===== config.mk =====
export PLATFORM = sky130hd
export DESIGN_NAME = boot_rom_decoder
export DESIGN_NICKNAME = d
export VERILOG_FILES = /design/src/rtl/boot_rom_pkg.sv /design/src/rtl/hi_latch.sv /design/src/rtl/boot_flag.sv /design/src/rtl/rom_select.sv /design/src/rtl/boot_rom_decoder.sv
export SDC_FILE = /design/constraint.sdc
export NUM_CORES = 1
export LEC_CHECK = 0
export BUFFER_PORTS_ARGS = -buffer_cell sky130_fd_sc_hd__clkbuf_2
export CORE_AREA = 4 4 53 55
export DETAILED_ROUTE_END_ITERATION = 8
export DIE_AREA = 0 0 57 59
export GPL_TIMING_DRIVEN = 0
export SYNTH_ARGS = -nofsm -noshare
export SYNTH_HDL_FRONTEND = slang
export SYNTH_SLANG_ARGS = --single-unit

===== constraint.sdc =====
create_clock -name clk_i -period 1.74 [get_ports clk_i]
set_input_delay 0.087 -clock clk_i [delete_from_list [all_inputs] [get_ports clk_i]]
set_output_delay 0.087 -clock clk_i [all_outputs]
set_load 0.01 [all_outputs]

===== src/rtl/boot_rom_pkg.sv =====
package boot_rom_pkg;
  typedef enum logic [1:0] {
    MODE_NONE  = 2'b00,
    MODE_BOOT  = 2'b01,
    MODE_REMAP = 2'b10,
    MODE_RSVD  = 2'b11
  } rom_mode_e;
endpackage


===== src/rtl/hi_latch.sv =====
module hi_latch #(
  parameter int W = 8
) (
  input  logic         clk_i,
  input  logic         rst_ni,
  input  logic         strobe_i,
  input  logic [W-1:0] lane_i,
  output logic [W-1:0] hi_o
);
  always_ff @(posedge clk_i or negedge rst_ni) begin
    if (!rst_ni)       hi_o <= '0;
    else if (strobe_i) hi_o <= lane_i;
  end

  p_capture_r1: assert property (@(posedge clk_i) disable iff (!rst_ni)
    strobe_i |=> hi_o == $past(lane_i));
  p_hold_r1: assert property (@(posedge clk_i) disable iff (!rst_ni)
    !strobe_i |=> $stable(hi_o));
endmodule


===== src/rtl/boot_flag.sv =====
module boot_flag (
  input  logic clk_i,
  input  logic rst_ni,
  input  logic access_i,
  input  logic a15_i,
  output logic flag_o
);
  always_ff @(posedge clk_i or negedge rst_ni) begin
    if (!rst_ni)                 flag_o <= 1'b0;
    else if (access_i && a15_i)  flag_o <= 1'b1;
  end

  p_flag_set_r2: assert property (@(posedge clk_i) disable iff (!rst_ni)
    (access_i && a15_i) |=> flag_o);
  p_flag_sticky_r2: assert property (@(posedge clk_i) disable iff (!rst_ni)
    flag_o |=> flag_o);
endmodule


===== src/rtl/rom_select.sv =====
module rom_select
  import boot_rom_pkg::*;
#(
  parameter int HI_W   = 8,
  parameter int BANK_W = 3
) (
  input  logic [HI_W-1:0]   hi_i,
  input  logic              access_i,
  input  logic              flag_i,
  input  logic [1:0]        mode_i,
  input  logic              half_i,
  input  logic [BANK_W-1:0] bank_i,
  output logic              rom_en_no,
  output logic              vma_no
);
  localparam int TOP = HI_W - 1;

  logic a15;
  logic bank_hit;
  logic rom_hit;

  assign a15      = hi_i[TOP];
  assign bank_hit = (a15 == half_i) && (hi_i[TOP-1 -: BANK_W] == bank_i);

  always_comb begin
    unique case (rom_mode_e'(mode_i))
      MODE_BOOT:  rom_hit = !flag_i && !a15;
      MODE_REMAP: rom_hit = flag_i ? bank_hit : !a15;
      default:    rom_hit = 1'b0;
    endcase
  end

  assign rom_en_no = !(access_i && rom_hit);
  assign vma_no    = !(access_i && !rom_hit);
endmodule


===== src/rtl/boot_rom_decoder.sv =====
module boot_rom_decoder #(
  parameter int LANE_W = 8,
  parameter int ROM_AW = 12,
  localparam int HI_W   = LANE_W,
  localparam int PAGE_W = ROM_AW - LANE_W,
  localparam int BANK_W = HI_W - 1 - PAGE_W
) (
  input  logic              clk_i,
  input  logic              rst_ni,
  input  logic [LANE_W-1:0] addr_i,
  input  logic              strobe_i,
  input  logic              access_i,
  input  logic [1:0]        mode_i,
  input  logic              half_i,
  input  logic [BANK_W-1:0] bank_i,
  output logic              rom_en_no,
  output logic              vma_no,
  output logic [ROM_AW-1:0] rom_addr_o
);
  logic [HI_W-1:0] hi_q;
  logic            flag_q;

  hi_latch #(.W(HI_W)) u_hi (
    .clk_i(clk_i), .rst_ni(rst_ni), .strobe_i(strobe_i),
    .lane_i(addr_i), .hi_o(hi_q)
  );

  boot_flag u_flag (
    .clk_i(clk_i), .rst_ni(rst_ni), .access_i(access_i),
    .a15_i(hi_q[HI_W-1]), .flag_o(flag_q)
  );

  rom_select #(.HI_W(HI_W), .BANK_W(BANK_W)) u_sel (
    .hi_i(hi_q), .access_i(access_i), .flag_i(flag_q), .mode_i(mode_i),
    .half_i(half_i), .bank_i(bank_i), .rom_en_no(rom_en_no), .vma_no(vma_no)
  );

  assign rom_addr_o = {hi_q[PAGE_W-1:0], addr_i};

  p_excl_r7: assert property (@(posedge clk_i) disable iff (!rst_ni)
    !(!rom_en_no && !vma_no));
  p_idle_r7: assert property (@(posedge clk_i) disable iff (!rst_ni)
    !access_i |-> (rom_en_no && vma_no));
  p_norom_r6: assert property (@(posedge clk_i) disable iff (!rst_ni)
    (mode_i == 2'b00 || mode_i == 2'b11) && access_i |-> (rom_en_no && !vma_no));
  p_bootoff_r4: assert property (@(posedge clk_i) disable iff (!rst_ni)
    (mode_i == 2'b01 && flag_q && access_i) |-> rom_en_no);
  p_remap_r5: assert property (@(posedge clk_i) disable iff (!rst_ni)
    (mode_i == 2'b10 && flag_q && access_i && !rom_en_no) |->
      (hi_q[HI_W-1] == half_i && hi_q[HI_W-2 -: BANK_W] == bank_i));
endmodule


==> flow_metrics.env <==
export IMPL_dp_slack_ns=0.411
export IMPL_die_area_um2=3360
export IMPL_start_util_pct=23.4
export IMPL_synth_top_family_by_area="buffers and inverters"
export IMPL_drt_iter0_markers=11
export IMPL_avgSynthCellArea_um2=11.2
export IMPL_synth_simple_gate_area_share_pct=4.71
export IMPL_clkPwrFrac_pct=29.5
export IMPL_yosysWarnings=0
export IMPL_tritoncts="yes"
export IMPL_setup_slack_ns=0.154
export IMPL_ant_nets=0
export IMPL_final_layout_size_suffix_gt1_share_pct=64.7
export IMPL_swShare_pct=26.6
export IMPL_hold_viol_final=0
export IMPL_h_tree_depth=1
export IMPL_rsz0062_at_grt="false"
export IMPL_die_height_um=59
export IMPL_reg2reg_depth=1
export IMPL_grt_usage_pct=8.01
export IMPL_hp_class="input pin to flop"
export IMPL_crit_path_start_kind="flop"
export IMPL_cap_violations=0
export IMPL_relSlewSlack_pct=71.1
export IMPL_cts_made_buffers=3
export IMPL_yosysTopAreaCell="dfrtp_1"
export IMPL_period_minus_slack_ns=1.59
export IMPL_cp_endpoint="vma_no"
export IMPL_drc=0
export IMPL_ys_ff_latch=9
export IMPL_reg2reg_from="u_hi.hi_o[6]$_DFFE_PN0P_"
export IMPL_numPortBuffers=30
export IMPL_rows=18
export IMPL_n_antenna_cell=0
export IMPL_clock_sinks=9
export IMPL_final_cell_mix="30 x clkbuf_2, 12 x buf_4, 9 x dfrtp_1"
export IMPL_grt_pass1_vias=512
export IMPL_synth_top_area_share_pct=40.4
export IMPL_synth_compound_area_share_pct=11.2
export IMPL_die_w_um=57
export IMPL_dpl_hpwl_um=985
export IMPL_path_cells="xor2_1, a2111oi_4, o32a_2, clkbuf_2"
export IMPL_pin_count=32
export IMPL_arrival_ns=1.50
export IMPL_outcome="finished, final reports clean"
export IMPL_r2r_end="u_hi.hi_o[6]$_DFFE_PN0P_"
export IMPL_maxSlewViolCount=0
export IMPL_nNetsFinal=106
export IMPL_wl_per_cell_um=10.2
export IMPL_netlist_instances=50
export IMPL_synthTopCellsByArea="dfrtp_1 40%, buf_4 16%, mux2_2 14%"
export IMPL_worst_slew_pin_slew_ns=0.428
export IMPL_p_leak_nw=0.416
export IMPL_via_per_inst=4.08
export IMPL_crit_path_top_delay_cell="dfrtp_1"
export IMPL_final_setup_viol_count=0
export IMPL_critPathBufInv=1
export IMPL_regToRegSetupSlack_ns=0.98
export IMPL_power_frac_seq_pct=44.1
export IMPL_ys_seq_area_share_pct=40.4
export IMPL_cp_num_cells=4
export IMPL_antenna_found_initial=0
export IMPL_clock_skew_ns=0.0000476
export IMPL_max_stage_delay_ns=0.38
export IMPL_core_area_um2=2390
export IMPL_dr_pass1_iters=4
export IMPL_area_growth_pct=40.1
export IMPL_synth_xor_area_share_pct=4.71
export IMPL_cp_required_ns=1.65
export IMPL_gp_congestion=0.870
export IMPL_critPathCaptureType="output port"
export IMPL_final_util_pct=32.8
export IMPL_critPathLaunch="u_hi.hi_o[5]$_DFFE_PN0P_"
export IMPL_path_class="flop to output port"
export IMPL_clk_pin_slew_worst_paths_ns=0.06
export IMPL_overflow=0
export IMPL_syn_num_nets=70
export IMPL_fin_tns_setup_ns=0
export IMPL_combPwrFrac_pct=26.4
export IMPL_crit_family="compound AO/OA/AOI/OAI gates"
export IMPL_ys_types=15
export IMPL_grt_pass1_wl_um=2040
export IMPL_yosys_mux_area_fraction_pct=14.1
export IMPL_grt_max_degree=10
export IMPL_post_cts_buffers=0
export IMPL_final_common_cell="clkbuf_2"
export IMPL_synthAdderAreaFrac_pct=4.48
export IMPL_cts_root_buf="clkbuf_4"
export IMPL_p_int_w=0.000396
export IMPL_switchingPower_w=0.000144
export IMPL_clock_latency_ns=0.26
export IMPL_num_vias=469
export IMPL_totalWireLength_um=1170
export IMPL_clock_fmax_mhz=631
export IMPL_p_per_area_nw_per_um2=691
export IMPL_cts_path_max_buffers=2
export IMPL_crit_fanout=2
export IMPL_peakVddDrop_uv=255
export IMPL_netlist_area_um2=558
export IMPL_fin_crit_sh_pct=91.1
==> cells by family after synthesis <==
| logic type | count (synthesis) |
|---|---|
| compound gates | 6 |
| buf+inv | 18 |
| simple gates | 5 |
| xor+xnor | 3 |
| flops | 9 |
| mux | 7 |
| fa+ha+maj | 2 |
==> power by group through the flow <==
stage / Sequential (W) / Clock, W / Combinational [W]
after global routing: 0.000242 / 0.000177 / 0.000156
after CTS: 0.000239 / 0.000171 / 0.000146
after detailed placement: 0.000243 / 0 / 0.000143
final: 0.000238 / 0.000159 / 0.000143
after global placement: 0.000242 / 0 / 0.000139
after floorplan: 0.000240 / 0 / 0.0000890
==> routing by layer <==
layer  GRT usage [%]  part of all wire [%]  up-vias  wire length, um
li1                -                     -      225                -
met1            8.43                    39      215              452
met2            12.9                    47       25              551
met3            2.83                    12        4              140
met4            6.62                   2.3        0               27
met5               0                     0        -                0
==> flip-flops by register name, indices dropped and copies added, names as in the netlist <==
name / cells
u_flag.flag_o: 1
u_hi.hi_o: 8
==> worst min-delay path, stage by stage <==
cell	delay, ns
clkbuf_2	0.09
nand2_1	0.04
o21ai_0	0.06
==> cells in the mapped netlist <==
master and instances:
inv_1 5, buf_2 1, mux2_2 7, a2111oi_4 1, xor2_1 3, buf_4 12, o32a_2 1, nand2b_1 1
o21ai_0 2, nand2_1 3, dfrtp_1 9, ha_1 2, a21oi_1 1, nor4b_1 1, o221ai_1 1
==> final cells by class <==
cell class | count | area [um2]
buffer | 13 | 95.1
tap | 30 | 37.5
timing repair buffer | 31 | 160
fill | 269 | 1610
clock buffer | 4 | 26.3
sequential | 9 | 225
multi-input combinational | 23 | 219
inverter | 5 | 18.8
==> worst min path at each step <==
stage	endpoint	slack, ns	from	cells past startpoint
5_1_grt	u_hi.hi_o[6]$_DFFE_PN0P_	0.07	addr_i[6]	2
3_3_place_gp	u_hi.hi_o[0]$_DFFE_PN0P_	-0.04	rst_ni	1
4_1_cts	u_hi.hi_o[7]$_DFFE_PN0P_	0.06	addr_i[7]	3
6_report	u_hi.hi_o[7]$_DFFE_PN0P_	0.07	addr_i[7]	3
3_5_place_dp	u_hi.hi_o[5]$_DFFE_PN0P_	-0.04	rst_ni	1
2_1_floorplan	u_flag.flag_o$_DFFE_PN0P_	-0.21	rst_ni	0
==> repair_timing <==
| action | CTS | global route |
|---|---|---|
| endpoints found under the hold margin | 9 | 0 |
| gates resized for setup | 0 | 0 |
| setup endpoints to repair | 0 | 0 |
| hold buffers | 1 | 0 |
==> stage by stage <==
| step | total power, W | std cells | hold WS (ns) | instance area (um2) |
|---|---|---|---|---|
| finish | 0.000540 | 115 | 0.0658 | 782 |
| floorplan | 0.000329 | 50 | -0.209 | 558 |
| CTS | 0.000556 | 115 | 0.0582 | 782 |
| detailed placement | 0.000386 | 110 | -0.0410 | 746 |
| global placement | 0.000381 | 110 | -0.0408 | 746 |
| global route | 0.000575 | 115 | 0.0734 | 782 |
(Power assumes the default switching activity.)
